[config.mk]
export PLATFORM = sky130hd
export DESIGN_NAME = spi_byte_host
export DESIGN_NICKNAME = d
export VERILOG_FILES = /design/src/rtl/spi_host_pkg.sv /design/src/rtl/spi_half_tick.sv /design/src/rtl/spi_shift_unit.sv /design/src/rtl/spi_reg_file.sv /design/src/rtl/spi_byte_host.sv
export SDC_FILE = /design/constraint.sdc
export NUM_CORES = 1
export LEC_CHECK = 0
export BUFFER_PORTS_ARGS = -buffer_cell sky130_fd_sc_hd__buf_2
export CAP_MARGIN = 20
export CORE_MARGIN = 2
export CORE_UTILIZATION = 58
export DETAILED_ROUTE_END_ITERATION = 8
export HOLD_SLACK_MARGIN = 0.06
export PLACE_DENSITY = 0.79
export SLEW_MARGIN = 20
export SYNTH_ARGS = -nofsm -noshare
export SYNTH_HDL_FRONTEND = slang
export SYNTH_HIERARCHICAL = 1
export SYNTH_SLANG_ARGS = --single-unit
export TNS_END_PERCENT = 5
[constraint.sdc]
create_clock -name clk -period 2.7 [get_ports clk]
set_clock_uncertainty 0.1 [all_clocks]
set_input_delay 0.135 -clock clk [delete_from_list [all_inputs] [get_ports clk]]
set_output_delay 0.135 -clock clk [all_outputs]
set_load 0.02 [all_outputs]
[src/rtl/spi_host_pkg.sv]
package spi_host_pkg;

    localparam int BUS_W = 8;

    typedef enum logic [1:0] {
        ENG_IDLE = 2'd0,
        ENG_LOW  = 2'd1,
        ENG_HIGH = 2'd2,
        ENG_STOP = 2'd3
    } eng_state_e;

    localparam logic [1:0] ADDR_DATA = 2'd0;
    localparam logic [1:0] ADDR_CTRL = 2'd1;
    localparam logic [1:0] ADDR_DIV  = 2'd2;

    localparam int CTRL_END_POS  = 7;
    localparam int STAT_BUSY_POS = 0;
    localparam int STAT_OPEN_POS = 1;
    localparam int STAT_DEV_LSB  = 2;

endpackage

[src/rtl/spi_half_tick.sv]
// Phase timer: pulses tick at the end of each SCLK half-period while running.
module spi_half_tick #(
    parameter int DIV_W = 8
) (
    input  logic             clk,
    input  logic             rst_n,
    input  logic             run,
    input  logic [DIV_W-1:0] half_m1,
    output logic             tick
);

    typedef struct packed {
        logic [DIV_W-1:0] cnt;
    } tick_state_t;

    tick_state_t cur_q, nxt_d;

    always_comb begin
        nxt_d = cur_q;
        tick  = 1'b0;
        if (!run) begin
            nxt_d.cnt = '0;
        end else if (cur_q.cnt == half_m1) begin
            tick      = 1'b1;
            nxt_d.cnt = '0;
        end else begin
            nxt_d.cnt = cur_q.cnt + 1'b1;
        end
    end

    always_ff @(posedge clk or negedge rst_n) begin
        if (!rst_n) begin
            cur_q <= '0;
        end else begin
            cur_q <= nxt_d;
        end
    end

endmodule

[src/rtl/spi_shift_unit.sv]
// Full-duplex shifter: MSB-first transmit, receive shifted in from the LSB side.
module spi_shift_unit #(
    parameter int BITS = 8
) (
    input  logic            clk,
    input  logic            rst_n,
    input  logic            load,
    input  logic [BITS-1:0] load_byte,
    input  logic            rise,
    input  logic            fall,
    input  logic            miso,
    output logic            mosi,
    output logic [BITS-1:0] rx_byte,
    output logic            last_bit
);

    localparam int CNT_W = (BITS > 1) ? $clog2(BITS) : 1;

    typedef struct packed {
        logic [BITS-1:0]  tx_sh;
        logic [BITS-1:0]  rx_sh;
        logic [CNT_W-1:0] bit_cnt;
    } shift_state_t;

    shift_state_t cur_q, nxt_d;

    always_comb begin
        nxt_d = cur_q;
        if (load) begin
            nxt_d.tx_sh   = load_byte;
            nxt_d.rx_sh   = '0;
            nxt_d.bit_cnt = '0;
        end else begin
            if (rise) begin
                nxt_d.rx_sh = {cur_q.rx_sh[BITS-2:0], miso};
            end
            if (fall) begin
                nxt_d.tx_sh   = {cur_q.tx_sh[BITS-2:0], 1'b0};
                nxt_d.bit_cnt = cur_q.bit_cnt + 1'b1;
            end
        end
    end

    always_ff @(posedge clk or negedge rst_n) begin
        if (!rst_n) begin
            cur_q <= '0;
        end else begin
            cur_q <= nxt_d;
        end
    end

    assign mosi     = cur_q.tx_sh[BITS-1];
    assign rx_byte  = cur_q.rx_sh;
    assign last_bit = (cur_q.bit_cnt == CNT_W'(BITS - 1));

endmodule

[src/rtl/spi_reg_file.sv]
// Register decode, device and divider registers, and read mux.
module spi_reg_file
    import spi_host_pkg::*;
#(
    parameter int               DIV_W     = 8,
    parameter int               DEV_W     = 2,
    parameter logic [DIV_W-1:0] DIV_RESET = '0
) (
    input  logic             clk,
    input  logic             rst_n,
    input  logic             bus_sel,
    input  logic             bus_wr,
    input  logic [1:0]       bus_addr,
    input  logic [BUS_W-1:0] bus_wdata,
    output logic [BUS_W-1:0] bus_rdata,
    input  logic             busy,
    input  logic             win_open,
    input  logic [BUS_W-1:0] rx_byte,
    output logic             go_data,
    output logic             go_end,
    output logic [DIV_W-1:0] half_m1,
    output logic [DEV_W-1:0] dev_idx
);

    typedef struct packed {
        logic [DEV_W-1:0] dev;
        logic [DIV_W-1:0] div;
    } reg_state_t;

    localparam reg_state_t REG_RESET = '{dev: '0, div: DIV_RESET};

    reg_state_t cur_q, nxt_d;
    logic       wr_any;
    logic [BUS_W-1:0] status_w;

    assign wr_any = bus_sel && bus_wr;

    always_comb begin
        nxt_d   = cur_q;
        go_data = wr_any && (bus_addr == ADDR_DATA) && !busy;
        go_end  = wr_any && (bus_addr == ADDR_CTRL) && bus_wdata[CTRL_END_POS] && !busy;
        if (wr_any && (bus_addr == ADDR_CTRL) && !busy && !win_open) begin
            nxt_d.dev = bus_wdata[DEV_W-1:0];
        end
        if (wr_any && (bus_addr == ADDR_DIV) && !busy) begin
            nxt_d.div = bus_wdata[DIV_W-1:0];
        end
    end

    always_comb begin
        status_w                             = '0;
        status_w[STAT_BUSY_POS]              = busy;
        status_w[STAT_OPEN_POS]              = win_open;
        status_w[STAT_DEV_LSB +: DEV_W]      = cur_q.dev;
        case (bus_addr)
            ADDR_DATA: bus_rdata = rx_byte;
            ADDR_CTRL: bus_rdata = status_w;
            ADDR_DIV:  bus_rdata = BUS_W'(cur_q.div);
            default:   bus_rdata = '0;
        endcase
    end

    always_ff @(posedge clk or negedge rst_n) begin
        if (!rst_n) begin
            cur_q <= REG_RESET;
        end else begin
            cur_q <= nxt_d;
        end
    end

    assign half_m1 = cur_q.div;
    assign dev_idx = cur_q.dev;

endmodule

[src/rtl/spi_byte_host.sv]
// Bus-mapped SPI mode 0 byte master with chained chip select.
module spi_byte_host
    import spi_host_pkg::*;
#(
    parameter int               NUM_DEV   = 4,
    parameter int               DIV_W     = 8,
    parameter logic [DIV_W-1:0] DIV_RESET = DIV_W'(1)
) (
    input  logic               clk,
    input  logic               rst_n,
    input  logic               bus_sel,
    input  logic               bus_wr,
    input  logic [1:0]         bus_addr,
    input  logic [BUS_W-1:0]   bus_wdata,
    output logic [BUS_W-1:0]   bus_rdata,
    output logic               sclk,
    output logic               mosi,
    input  logic               miso,
    output logic [NUM_DEV-1:0] cs_n
);

    localparam int DEV_W = (NUM_DEV > 1) ? $clog2(NUM_DEV) : 1;

    typedef struct packed {
        eng_state_e         state;
        logic               open;
        logic               sclk;
        logic [NUM_DEV-1:0] cs_n;
        logic [BUS_W-1:0]   rx_hold;
    } eng_t;

    localparam eng_t ENG_RESET = '{state: ENG_IDLE, open: 1'b0, sclk: 1'b0,
                                   cs_n: '1, rx_hold: '0};

    eng_t cur_q, nxt_d;

    logic               busy_w;
    logic               go_data;
    logic               go_end;
    logic [DIV_W-1:0]   half_m1;
    logic [DEV_W-1:0]   dev_idx;
    logic               tick;
    logic               sh_load;
    logic               sh_rise;
    logic               sh_fall;
    logic [BUS_W-1:0]   rx_byte;
    logic               last_bit;
    logic [NUM_DEV-1:0] dev_onehot;

    assign busy_w     = (cur_q.state != ENG_IDLE);
    assign dev_onehot = NUM_DEV'(1) << dev_idx;

    spi_reg_file #(
        .DIV_W     (DIV_W),
        .DEV_W     (DEV_W),
        .DIV_RESET (DIV_RESET)
    ) u_regs (
        .clk       (clk),
        .rst_n     (rst_n),
        .bus_sel   (bus_sel),
        .bus_wr    (bus_wr),
        .bus_addr  (bus_addr),
        .bus_wdata (bus_wdata),
        .bus_rdata (bus_rdata),
        .busy      (busy_w),
        .win_open  (cur_q.open),
        .rx_byte   (cur_q.rx_hold),
        .go_data   (go_data),
        .go_end    (go_end),
        .half_m1   (half_m1),
        .dev_idx   (dev_idx)
    );

    spi_half_tick #(
        .DIV_W (DIV_W)
    ) u_tick (
        .clk     (clk),
        .rst_n   (rst_n),
        .run     (busy_w),
        .half_m1 (half_m1),
        .tick    (tick)
    );

    spi_shift_unit #(
        .BITS (BUS_W)
    ) u_shift (
        .clk       (clk),
        .rst_n     (rst_n),
        .load      (sh_load),
        .load_byte (bus_wdata),
        .rise      (sh_rise),
        .fall      (sh_fall),
        .miso      (miso),
        .mosi      (mosi),
        .rx_byte   (rx_byte),
        .last_bit  (last_bit)
    );

    always_comb begin
        nxt_d   = cur_q;
        sh_load = 1'b0;
        sh_rise = 1'b0;
        sh_fall = 1'b0;
        case (cur_q.state)
            ENG_IDLE: begin
                if (go_data) begin
                    nxt_d.state = ENG_LOW;
                    nxt_d.open  = 1'b1;
                    nxt_d.cs_n  = ~dev_onehot;
                    sh_load     = 1'b1;
                end else if (go_end && cur_q.open) begin
                    nxt_d.state = ENG_STOP;
                end
            end
            ENG_LOW: begin
                if (tick) begin
                    nxt_d.state = ENG_HIGH;
                    nxt_d.sclk  = 1'b1;
                    sh_rise     = 1'b1;
                end
            end
            ENG_HIGH: begin
                if (tick) begin
                    nxt_d.sclk = 1'b0;
                    sh_fall    = 1'b1;
                    if (last_bit) begin
                        nxt_d.state   = ENG_IDLE;
                        nxt_d.rx_hold = rx_byte;
                    end else begin
                        nxt_d.state = ENG_LOW;
                    end
                end
            end
            ENG_STOP: begin
                if (tick) begin
                    nxt_d.state = ENG_IDLE;
                    nxt_d.open  = 1'b0;
                    nxt_d.cs_n  = '1;
                end
            end
            default: nxt_d.state = ENG_IDLE;
        endcase
    end

    always_ff @(posedge clk or negedge rst_n) begin
        if (!rst_n) begin
            cur_q <= ENG_RESET;
        end else begin
            cur_q <= nxt_d;
        end
    end

    assign sclk = cur_q.sclk;
    assign cs_n = cur_q.cs_n;

endmodule

==> flow_summary.toml <==
[outcome]
status = "finished clean"

[route]
ant_nets = 0
initialDrtViolationCount = 83
firstDrtPassIters = 4
viasPerCell = 5.606
wirelength_um = 4954
drc = 0
detail_route.wl_per_cell_um = 15.73
vias = 1766

[synth]
synth_warnings = 6
synth_edf_count = 0
synthCells = 231
seq_area_frac_synth_pct = 49.03
synth_ff_type = "dfrtp_1"
yosysUniqueCellTypes = 42
synth.top_cell.area_share_pct = 44.20
synth_nets = 249
synth_area_leaders = "dfrtp_1 (44%), mux2i_1 (9.2%), dfstp_2 (4.8%), mux2_4 (4.4%), buf_4 (3.9%)"
synth_seq_cells = 53
avgSynthCellArea_um2 = 11.76
synthArstFlopShare_pct = 100.0
yosys.area.top_type = "dfrtp_1"
netlist_area_um2 = 2718

[pwr]
peakVddDrop_mv = 0.4332
leakagePower_nw = 1.394
finalPower_mw = 2.655
p_per_area_nw_per_um2 = 879.6

[placed_design]
post-dp-hpwl_um = 3564
portBuffers = 28
gp_congestion = 0.7799
pre_cts_ws_ns = 0.4485

[clock_tree]
cts_root_buffer = "clkbuf_8"
clockBufferDepth = 2
path_clk_slew_ns = 0.09
cts_resized = 0
cts_sinks = 53
cts_tree = "yes"
numCtsBuffers = 5
clock_latency_ns = 0.31
htreeDepth = 2
cts_setup_buffers = 0

[grt]
grt_max_degree = 54
grt_pass1_vias = 1669
grt_use_total_pct = 20.91
grt_overflow = 0
antenna_found_initial = 0
grt_pass1_wl_um = 8245

[finish]
layout.nets = 280
syn2layout_area_growth_pct = 11.05
fillers = 339
fin_util_pct = 67.91
drive_gt1_share_pct = 27.00
antenna_cells = 0

[sta]
layout_min_cycle_time_ns = 2.284
setup_viol = 0
hold_viol = 0
worst_pin_slew_ns = 0.6452
post-route-period-util_pct = 84.61
fin_tns_setup_ns = 0
clock.fmax_mhz = 437.7
slew_violations = 0
rsz0062_at_grt = "false"
slew-limit-headroom_pct = 56.99
worst_slack_ns = 0.4155

[floorplan]
die_y_um = 72.45
io_pins = 29
dieArea_um2 = 5249
rows = 24
coreArea_um2 = 4444
die_x_um = 72.45
start_util_pct = 61.15

[min_path]
hp-class = "input pin to register"

[setup_path]
slowest_stage = "dfrtp_1"
cp_num_buf_inv = 0
critPathArrivalTime_ns = 2.38
worst_setup_path_end_kind = "register"
path_cells = "xor2_2 > nor4_2 > and3_1 > and3b_2 > nand2_4 > mux2_4"
critPathMaxFanout = 8
path_delay_family = "simple AND/OR/NAND/NOR gates"
critPathMaxStageDelay_ns = 0.48
crit_path_start_kind = "register"
required_ns = 2.79
crit_type = "register to register"

[job]
cap_viol_max_count = 0
[cell families (layout without fill, tap and decap cells)]
logic type / Yosys count / after routing / share of synthesized area, %
simple gates: 56 / 56 / 11.97
fa+ha+maj: 3 / 3 / 1.381
buf+inv: 29 / 61 / 6.860
mux: 43 / 43 / 17.77
xor+xnor: 12 / 12 / 4.420
flops: 53 / 53 / 49.03
compound gates: 35 / 35 / 8.564
[placed cells by master (no fill, tap or decap), types with 3 or more instances in the layout]
cell,netlist,final
dfrtp_1,48,48
buf_2,2,28
mux2i_1,25,25
nor2_1,17,17
nand2_1,17,17
dlygate4sd3_1,0,10
inv_1,9,9
o21ai_0,9,9
mux2_4,8,8
mux2_2,8,8
xor2_1,8,8
clkbuf_8,0,6
o21ai_1,6,6
dfstp_2,5,5
buf_4,14,5
a211oi_1,5,5
nand3_1,4,4
a21oi_1,3,3
ha_1,3,3
or3_1,3,3
a221oi_1,3,3
[layout make-up]
cell class              instances  area, um^2  area share [%]
multi-input cells             149        1199           39.72
well taps                      52       65.06           2.156
inverters                       9       33.78           1.119
repair buffers                 44       297.8           9.867
clock buffers                   8       90.09           2.985
flip-flops and latches         53        1333           44.15
[flip-flops by register name, indices dropped and copies added, names as in the netlist]
name / flops
cs_n: 4
cur_q: 11
sclk: 1
u_regs/dev_idx: 2
u_regs/half_m1: 8
u_shift/cur_q: 10
u_shift/mosi: 1
u_shift/rx_byte: 8
u_tick/cur_q: 8
[worst reg2reg max path: cells and delay by family, from the launching register on]
kind | cells | cell delay [ns]
DFF | 1 | 0.48
xor gates and xnor gates | 1 | 0.19
muxes | 1 | 0.33
and+or+nand+nor | 4 | 1.07
[what timing repair did]
item                                    in CTS  in global routing
endpoints found under the setup margin       0                  0
hold buffers                                10                  0
hold endpoints to repair                    67                  0
[report_power, final]
| part | switching (mW) | internal [mW] |
|---|---|---|
| Sequential | 0.244 | 1.10 |
| Clock | 0.242 | 0.209 |
| Combinational | 0.448 | 0.413 |
| Total | 0.934 | 1.72 |
[cells in the mapped netlist, types with 4 or more instances]
| master | count |
|---|---|
| dfrtp_1 | 48 |
| mux2i_1 | 25 |
| nand2_1 | 17 |
| nor2_1 | 17 |
| buf_4 | 14 |
| inv_1 | 9 |
| o21ai_0 | 9 |
| mux2_2 | 8 |
| mux2_4 | 8 |
| xor2_1 | 8 |
| o21ai_1 | 6 |
| a211oi_1 | 5 |
| dfstp_2 | 5 |
| nand3_1 | 4 |
[per-stage QoR]
step / std cells / hold WS (ns) / area (um^2)
finish: 315 / 0.2252 / 3018
global placement: 297 / 0.1851 / 2828
CTS: 315 / 0.2189 / 3018
global route: 315 / 0.2413 / 3018
floorplan: 231 / -0.2606 / 2718
detailed placement: 297 / 0.1882 / 2828
[final timing paths]
check	start	end	slack (ns)	cells past startpoint
max in group asynchronous	rst_n	u_shift/rx_byte[3]$_DFFE_PN0P_	1.69	3
max reg2reg	u_tick/cur_q[3]$_DFF_PN0_	cur_q[5]$_DFFE_PN0P_	0.42	6
min reg2reg	u_shift/cur_q[11]$_DFFE_PN0P_	u_shift/cur_q[11]$_DFFE_PN0P_	0.41	1
max	u_tick/cur_q[3]$_DFF_PN0_	cur_q[5]$_DFFE_PN0P_	0.42	6
min	bus_wr	u_regs/half_m1[6]$_DFFE_PN0P_	0.23	4
min in group asynchronous	rst_n	cur_q[14]$_DFFE_PN0P_	0.37	3
[routing by layer]
metal	global-route usage (%)	vias up	part of all wire, %
li1	-	859	-
met1	29.49	862	50
met2	32.21	39	45
met3	4.583	6	3.5
met4	7.407	0	1.5
met5	0	-	0
(Power assumes the default switching activity.)
